===== src/rtl/opf_pkg.sv =====
package opf_pkg;

   typedef enum logic [3:0] {
      AM_IMM  = 4'd0,
      AM_DIR  = 4'd1,
      AM_RIND = 4'd2,
      AM_MIND = 4'd3,
      AM_PINC = 4'd4,
      AM_PDEC = 4'd5,
      AM_IDX  = 4'd6,
      AM_SIB  = 4'd7,
      AM_PCR  = 4'd8,
      AM_SPR  = 4'd9
   } amode_e;

   // How many reads an operation needs
   typedef enum logic [1:0] {
      RD_NONE = 2'd0,
      RD_ONE  = 2'd1,
      RD_TWO  = 2'd2
   } rdcnt_e;

   typedef enum logic [2:0] {
      ST_IDLE  = 3'd0,
      ST_REQ1  = 3'd1,
      ST_RESP1 = 3'd2,
      ST_REQ2  = 3'd3,
      ST_RESP2 = 3'd4,
      ST_FIN   = 3'd5
   } seq_state_e;

endpackage


===== src/rtl/opf_addr_calc.sv =====
module opf_addr_calc
   import opf_pkg::*;
#(
   parameter int AW           = 32,
   parameter int SEL_W        = 2,
   parameter bit SCALE_BY_MUL = 1'b0
) (
   input  logic [3:0]       mode_i,
   input  logic [AW-1:0]    r_i,
   input  logic [AW-1:0]    d_i,
   input  logic [AW-1:0]    pc_i,
   input  logic [AW-1:0]    sp_i,
   input  logic [SEL_W-1:0] scale_i,
   input  logic [SEL_W-1:0] step_i,
   output logic [AW-1:0]    addr_o,
   output logic [AW-1:0]    r_next_o,
   output rdcnt_e           reads_o,
   output logic             upd_o,
   output logic             illegal_o
);

   localparam int MAX_SHIFT = (1 << SEL_W) - 1;

   logic [AW-1:0] step_amt;
   logic [AW-1:0] scaled_r;

   assign step_amt = AW'(1) << step_i;

   generate
      if (SCALE_BY_MUL) begin : g_scale_mul
         logic [AW-1:0] factor;
         assign factor   = AW'(1) << scale_i;
         assign scaled_r = AW'(r_i * factor);
      end else begin : g_scale_shift
         assign scaled_r = r_i << scale_i;
      end
      if (MAX_SHIFT >= AW) begin : g_bad_shift
         $error("opf_addr_calc: scale/step range exceeds the data width");
      end
   endgenerate

   always_comb begin
      addr_o    = '0;
      r_next_o  = r_i;
      reads_o   = RD_ONE;
      upd_o     = 1'b0;
      illegal_o = 1'b0;
      case (mode_i)
         AM_IMM:  reads_o = RD_NONE;
         AM_DIR:  addr_o  = d_i;
         AM_RIND: addr_o  = r_i;
         AM_MIND: begin
            addr_o  = d_i;
            reads_o = RD_TWO;
         end
         AM_PINC: begin
            addr_o   = r_i;
            r_next_o = r_i + step_amt;
            upd_o    = 1'b1;
         end
         AM_PDEC: begin
            addr_o   = r_i - step_amt;
            r_next_o = r_i - step_amt;
            upd_o    = 1'b1;
         end
         AM_IDX:  addr_o = r_i + d_i;
         AM_SIB:  addr_o = scaled_r + d_i;
         AM_PCR:  addr_o = pc_i + d_i;
         AM_SPR:  addr_o = sp_i + d_i;
         default: begin
            reads_o   = RD_NONE;
            illegal_o = 1'b1;
         end
      endcase
   end

endmodule


===== src/rtl/opf_seq.sv =====
module opf_seq
   import opf_pkg::*;
#(
   parameter int AW = 32
) (
   input  logic          clk,
   input  logic          rst_n,
   input  logic          accept_i,
   input  rdcnt_e        reads_i,
   input  logic          upd_i,
   input  logic          illegal_i,
   input  logic [AW-1:0] addr_i,
   input  logic [AW-1:0] imm_i,
   input  logic [AW-1:0] r_next_i,
   input  logic [AW-1:0] rdata_i,
   output logic          idle_o,
   output logic          mem_req_o,
   output logic [AW-1:0] mem_addr_o,
   output logic          done_o,
   output logic [AW-1:0] operand_o,
   output logic          err_o,
   output logic          reg_wr_en_o,
   output logic [AW-1:0] reg_wr_data_o
);

   seq_state_e    state_q;
   rdcnt_e        reads_q;
   logic          upd_q;
   logic          err_q;
   logic [AW-1:0] addr_q;
   logic [AW-1:0] ptr_q;
   logic [AW-1:0] rnext_q;
   logic [AW-1:0] opnd_q;

   always_ff @(posedge clk) begin
      if (!rst_n) begin
         state_q <= ST_IDLE;
         reads_q <= RD_NONE;
         upd_q   <= 1'b0;
         err_q   <= 1'b0;
         addr_q  <= '0;
         ptr_q   <= '0;
         rnext_q <= '0;
         opnd_q  <= '0;
      end else begin
         case (state_q)
            ST_IDLE: if (accept_i) begin
               reads_q <= reads_i;
               upd_q   <= upd_i;
               err_q   <= illegal_i;
               addr_q  <= addr_i;
               rnext_q <= r_next_i;
               if (reads_i == RD_NONE) begin
                  opnd_q  <= illegal_i ? '0 : imm_i;
                  state_q <= ST_FIN;
               end else begin
                  state_q <= ST_REQ1;
               end
            end
            ST_REQ1:  state_q <= ST_RESP1;
            ST_RESP1: begin
               if (reads_q == RD_TWO) begin
                  ptr_q   <= rdata_i;
                  state_q <= ST_REQ2;
               end else begin
                  opnd_q  <= rdata_i;
                  state_q <= ST_FIN;
               end
            end
            ST_REQ2:  state_q <= ST_RESP2;
            ST_RESP2: begin
               opnd_q  <= rdata_i;
               state_q <= ST_FIN;
            end
            default:  state_q <= ST_IDLE;
         endcase
      end
   end

   assign idle_o        = (state_q == ST_IDLE);
   assign mem_req_o     = (state_q == ST_REQ1) || (state_q == ST_REQ2);
   assign mem_addr_o    = (state_q == ST_REQ2) ? ptr_q : addr_q;
   assign done_o        = (state_q == ST_FIN);
   assign operand_o     = opnd_q;
   assign err_o         = done_o && err_q;
   assign reg_wr_en_o   = done_o && upd_q;
   assign reg_wr_data_o = rnext_q;

   // a completion lasts one cycle
   a_r13_done_single: assert property (@(posedge clk) disable iff (!rst_n)
      done_o |=> !done_o);

   // register update strobe only in a completion cycle
   a_r10_wr_only_at_done: assert property (@(posedge clk) disable iff (!rst_n)
      reg_wr_en_o |-> done_o);

   // error flag only in a completion cycle, never alongside an update
   a_r9_err_at_done: assert property (@(posedge clk) disable iff (!rst_n)
      err_o |-> (done_o && !reg_wr_en_o));

   // a request is followed by a response cycle, not by another request or done
   a_r3_req_then_resp: assert property (@(posedge clk) disable iff (!rst_n)
      mem_req_o |=> (!mem_req_o && !done_o));

   // while busy the sequencer never reports idle before finishing
   a_r12_busy_until_done: assert property (@(posedge clk) disable iff (!rst_n)
      (!idle_o && !done_o) |=> !idle_o);

endmodule


===== src/rtl/opf_unit.sv =====
module opf_unit
   import opf_pkg::*;
#(
   parameter int AW           = 32,
   parameter bit SCALE_BY_MUL = 1'b0
) (
   input  logic          clk,
   input  logic          rst_n,
   input  logic          start,
   input  logic [3:0]    mode,
   input  logic [AW-1:0] reg_val,
   input  logic [AW-1:0] disp,
   input  logic [AW-1:0] pc,
   input  logic [AW-1:0] sp,
   input  logic [1:0]    scale_sel,
   input  logic [1:0]    step_sel,
   output logic          mem_req,
   output logic [AW-1:0] mem_addr,
   input  logic [AW-1:0] mem_rdata,
   output logic          done,
   output logic [AW-1:0] operand,
   output logic          err,
   output logic          reg_wr_en,
   output logic [AW-1:0] reg_wr_data
);

   localparam int SEL_W = 2;

   generate
      if (AW < 8 || AW > 64) begin : g_bad_width
         $error("opf_unit: AW must lie between 8 and 64");
      end
   endgenerate

   logic          idle;
   logic          accept;
   logic [AW-1:0] ea;
   logic [AW-1:0] r_next;
   rdcnt_e        reads;
   logic          upd;
   logic          illegal;

   assign accept = start && idle;

   opf_addr_calc #(
      .AW           (AW),
      .SEL_W        (SEL_W),
      .SCALE_BY_MUL (SCALE_BY_MUL)
   ) i_calc (
      .mode_i    (mode),
      .r_i       (reg_val),
      .d_i       (disp),
      .pc_i      (pc),
      .sp_i      (sp),
      .scale_i   (scale_sel),
      .step_i    (step_sel),
      .addr_o    (ea),
      .r_next_o  (r_next),
      .reads_o   (reads),
      .upd_o     (upd),
      .illegal_o (illegal)
   );

   opf_seq #(
      .AW (AW)
   ) i_seq (
      .clk           (clk),
      .rst_n         (rst_n),
      .accept_i      (accept),
      .reads_i       (reads),
      .upd_i         (upd),
      .illegal_i     (illegal),
      .addr_i        (ea),
      .imm_i         (disp),
      .r_next_i      (r_next),
      .rdata_i       (mem_rdata),
      .idle_o        (idle),
      .mem_req_o     (mem_req),
      .mem_addr_o    (mem_addr),
      .done_o        (done),
      .operand_o     (operand),
      .err_o         (err),
      .reg_wr_en_o   (reg_wr_en),
      .reg_wr_data_o (reg_wr_data)
   );

   // an accepted immediate or illegal code completes on the next cycle with no request
   a_r2_fast_path: assert property (@(posedge clk) disable iff (!rst_n)
      (accept && (mode == 4'd0 || mode > 4'd9)) |=> (done && !mem_req));

   // modes without register update never strobe the write
   a_r10_no_upd_other_modes: assert property (@(posedge clk) disable iff (!rst_n)
      (accept && mode != 4'd4 && mode != 4'd5) |=> !reg_wr_en);

endmodule


===== config.mk =====
export PLATFORM = sky130hd
export DESIGN_NAME = opf_unit
export DESIGN_NICKNAME = d
export VERILOG_FILES = /design/src/rtl/opf_pkg.sv /design/src/rtl/opf_addr_calc.sv /design/src/rtl/opf_seq.sv /design/src/rtl/opf_unit.sv
export SDC_FILE = /design/constraint.sdc
export NUM_CORES = 1
export LEC_CHECK = 0
export BUFFER_PORTS_ARGS = -buffer_cell sky130_fd_sc_hd__buf_2
export CORE_ASPECT_RATIO = 0.75
export CORE_MARGIN = 2
export CORE_UTILIZATION = 29
export CTS_CLUSTER_DIAMETER = 30
export DETAILED_ROUTE_END_ITERATION = 16
export SETUP_SLACK_MARGIN = 0.05
export SYNTH_ARGS = -nofsm -noshare
export SYNTH_HDL_FRONTEND = slang
export SYNTH_SLANG_ARGS = --single-unit
export TNS_END_PERCENT = 10

===== constraint.sdc =====
create_clock -name clk -period 4.45 [get_ports clk]
set_input_delay 0.89 -clock clk [delete_from_list [all_inputs] [get_ports clk]]
set_output_delay 0.89 -clock clk [all_outputs]
set_load 0.1 [all_outputs]

==> results.md <==
- The count of fill cells added during filler insertion is 4022.
- The clock period minus final worst setup slack is 4200 ps.
- The worst hold path depth is 2.
- The most frequent cell after synthesis is sky130_fd_sc_hd__nor2_1.
- The count of different cell masters after synthesis is 82.
- The first global-routing pass estimated 69900 um of wire.
- The number of warning messages in the yosys log is 0.
- Port buffering added 270 buffers.
- Setup violations remaining at the end of the flow were counted as 0.
- The routed wire length is 45900 um.
- The depth of the CTS H-tree is 4.
- The highest clock rate is 238 MHz.
- The worst slew margin relative to its limit is 43.8%.
- After detailed routing, the number of remaining DRC violations is 0.
- The delay of the slowest cell on the worst path is 410 ps.
- The initial antenna violation count came to 2.
- For the worst-skew pair, the clock arrives at the later sink with an insertion delay of 440 ps.
- 271 I/O pins were placed.
- The power density of the placed cells is 376 nW/um^2.
- For the worst setup path, the data required time is 4750 ps.
- The final global-route overflow total is 0.
- Cells fill 36.4% of the core in the end.
- The main combinational cell family by area after synthesis is compound AO/OA/AOI/OAI gates.
- In this run, synthesis inferred 0 flip-flops with an integrated enable.
- The net count after synthesis is 1652.
- Dividing the detail-routed via count by the number of cells gives 5.63.
- For this run, the detailed router's first-pass iteration total came to 9.
- The count of final max-slew check failures is 0.
- The post-layout total power is 5.23 mW.
- The final cycle utilization of the critical path is 94.4%.
- For the pin with the worst max-slew slack, the measured transition is 841 ps.
- Dividing the detail-routed wire length by the instance count gives 21.0 um.
- The horizontal die dimension is 231 um.
- The placed instances occupy a cell area of 13300 sq um.
- Ranked by total cell area, the synthesized netlist is headed by sky130_fd_sc_hd__dfxtp_1, sky130_fd_sc_hd__a21oi_1, sky130_fd_sc_hd__ha_1.
- The signal on the critical path passes through buf_2 -> nor2b_1 -> nand3_1 -> inv_1 -> a21oi_2 -> buf_12 -> a221o_1 -> ha_1 -> a21oi_1 -> o21ai_0 -> a31oi_1 -> buf_4 -> a211oi_1 -> buf_4 -> o31ai_1 -> a21oi_1 -> xnor2_1 -> o22ai_1.
- The initial core utilization is 29.3%.
- The die is 174 um tall.
- The kind of end point of the critical path is a register.
- The total track usage is 22.5%.
- In this run the deepest clock path goes through 2 buffers.
- The number of buffer and inverter instances along the worst setup path is 5.
- The maximum net fanout on the critical path is 20.
- The share of synthesized cell area in full adder, half adder and majority cells is 5.79%.
- After clock tree synthesis, the setup repair step added 0 buffers.
- The detailed router placed 12300 vias in this run.
- The total of max-cap violations is 0.
- After Yosys synthesis, and, or, nand and nor cells account for 19.5% of the synthesized area.
- The library cell used as clock root buffer is sky130_fd_sc_hd__clkbuf_16.
- The count of cell instances traversed by the critical path is 18.
- The kind of path behind the tightest hold check is register to register.
- The category of the critical setup timing path is primary input to register.
- By count the netlist is led by sky130_fd_sc_hd__nor2_1, sky130_fd_sc_hd__a21oi_1, sky130_fd_sc_hd__nand2_1, sky130_fd_sc_hd__dfxtp_1, sky130_fd_sc_hd__clkbuf_1.
- The endpoint arrival time on the critical path is 4500 ps.
- The row count is 62.
- The worst ir drop on vdd is 0.282 mV.
- The portion of synthesized area spent on multiplexers is 12.1%.
- The post-layout instance area is 13900 sq um.
- In the synthesized netlist, the number of instances is 1431.
- The area growth from synthesis to final layout is 24.2%.
- The fraction of final layout cells with drive strength greater than 1 is 27.6%.
- The number of global-route vias before repair is 11700.
- Setup repair after global routing could not meet its margin everywhere.
- The kind of cell adding the most delay to the critical path is compound AO/OA/AOI/OAI gates.
- In this run, post-CTS repair resized a total of 0 instances.
- Clock tree synthesis inserted a total of 17 buffers.
- The die covers 40200 sq um.
- The synthesized netlist devotes 28.7% of its cell area to compound gates.
- The worst setup path is launched from a primary input.
- Summed over all cells, the static leakage comes to 5.72 nW.
- The DRC violation total after the first TritonRoute iteration is 1236.
- The worst setup skew after layout is 11.3 ps.
- Sequential cells were found to cover 24.1% of the synthesized design area.
- Entering global routing, the biggest net connects 72 pins.
- The flow ran to the end, and the final reports show no timing, DRC or antenna violations.
- sky130_fd_sc_hd__dfxtp_1 takes more of the synthesized area than any other cell.
- In the synthesized netlist the dominant register cell turns out to be sky130_fd_sc_hd__dfxtp_1.
- At the end of routability-driven placement, the weighted congestion stood at 0.935.
- Summing every instance area after synthesis gives 11200 sq um.
- The mean cell area of the mapped netlist is 7.83 sq um.
- Hold repair after CTS inserted 0 buffers.
- The clock net in this run drives a total of 135 sinks.
- The final hold violation count came to 0.
- The slowest stage of the critical path belongs to the cell sky130_fd_sc_hd__o21ai_0.
- The count of nets after finishing is 1884.
- The register clock-pin slew on the reported worst setup and hold paths is 60 ps.
- The core region is 38200 sq um.
- The top cell type's share of synthesized area is 24.1%.
- The share of synthesized flip-flops with an asynchronous set or reset is 0%.
- The worst-case reg-to-reg path depth is 7.
- The xor/xnor share of the synthesized area is 4.38%.
- TritonCTS built the clock tree.
- Detailed placement ended at an HPWL of 35500 um.
- The worst hold slack across all endpoints is 453 ps.
- Synthesis inferred 135 register bits.
- Once detail routing completed, the nets flagged for antenna violations numbered 0.
## per-layer routing
layer | wire length (um) | up-vias | GRT usage [%]
li1 | - | 5829 | -
met1 | 19800 | 5889 | 30.2
met2 | 21400 | 518 | 36.1
met3 | 3450 | 60 | 4.95
met4 | 1160 | 2 | 6.69
met5 | 16 | - | 0
## kinds of logic after synthesis
family,count (synthesis)
XOR/XNOR,56
buffers and inverters,153
flip-flops,135
multiplexers,99
AND/OR/NAND/NOR,450
adder cells (fa/ha/maj),50
AO/OA/AOI/OAI,488
## placed cells by master, fill, tap and decap left out, types with 12 or more instances in the layout
master / Yosys / layout
sky130_fd_sc_hd__a211oi_1: 51 / 51
sky130_fd_sc_hd__a21o_1: 20 / 20
sky130_fd_sc_hd__a21oi_1: 137 / 134
sky130_fd_sc_hd__a221o_1: 27 / 27
sky130_fd_sc_hd__a221oi_1: 14 / 14
sky130_fd_sc_hd__a22oi_1: 39 / 39
sky130_fd_sc_hd__a31oi_1: 22 / 22
sky130_fd_sc_hd__buf_2: 8 / 269
sky130_fd_sc_hd__buf_4: 0 / 73
sky130_fd_sc_hd__clkbuf_16: 0 / 17
sky130_fd_sc_hd__dfxtp_1: 135 / 135
sky130_fd_sc_hd__ha_1: 47 / 47
sky130_fd_sc_hd__inv_1: 20 / 20
sky130_fd_sc_hd__mux2_2: 34 / 34
sky130_fd_sc_hd__mux2i_1: 39 / 39
sky130_fd_sc_hd__mux4_2: 26 / 26
sky130_fd_sc_hd__nand2_1: 137 / 137
sky130_fd_sc_hd__nand3_1: 32 / 32
sky130_fd_sc_hd__nor2_1: 145 / 143
sky130_fd_sc_hd__nor3_1: 30 / 30
sky130_fd_sc_hd__o21ai_0: 100 / 100
sky130_fd_sc_hd__or3_1: 12 / 12
sky130_fd_sc_hd__xnor2_1: 38 / 38
sky130_fd_sc_hd__xor2_1: 18 / 18
## power by group
| part | switching, mW | internal, mW |
|---|---|---|
| sequential | 0.0727 | 1.33 |
| combinational | 1.67 | 0.623 |
| clock | 0.600 | 0.929 |
## final timing paths
path / startpoint / endpoint / slack [ps]
hold / removal: i_seq.reads_q[1] / i_seq.reads_q[1] / 450
setup reg to reg: i_seq.state_q[1] / i_seq.addr_q[0] / 2060
hold reg to reg: i_seq.reads_q[1] / i_seq.reads_q[1] / 450
setup / recovery: mode[2] / i_seq.addr_q[31] / 250
## stage by stage
stage / setup slack (ps) / instances / TNS [ps]
after floorplan: 109 / 1431 / 0
after global placement: -15.4 / 2156 / -20.4
after detailed placement: -35.9 / 2156 / -36.8
after CTS: 408 / 2185 / 0
after global routing: 5.22 / 2186 / 0
final: 249 / 2186 / 0
## area by class of cell
class,count,area (sq um),area share (%)
Sequential cell,135,2700,19.4
Clock buffer,17,425,3.06
Tap cell,512,641,4.61
Clock inverter,12,179,1.29
Multi-Input combinational cell,1143,7940,57.1
Inverter,22,82.6,0.594
Timing Repair Buffer,344,1930,13.9
Antenna cell,1,2.50,0.0180
## flip-flops by register name, indices dropped and copies added (netlist names)
register / flops
i_seq.addr_q: 32
i_seq.err_q: 1
i_seq.operand_o: 32
i_seq.ptr_q: 32
i_seq.reads_q: 2
i_seq.reg_wr_data_o: 32
i_seq.state_q: 3
i_seq.upd_q: 1
## worst register-to-register path: stages, from the launching register on
cell and delay [ps]:
sky130_fd_sc_hd__dfxtp_1 430, sky130_fd_sc_hd__nor2_1 270, sky130_fd_sc_hd__nand3b_1 440, sky130_fd_sc_hd__buf_4 440, sky130_fd_sc_hd__a21oi_1 170, sky130_fd_sc_hd__o21ai_0 90
sky130_fd_sc_hd__a221oi_1 340, sky130_fd_sc_hd__nor2_1 90
(Power assumes the default switching activity.)
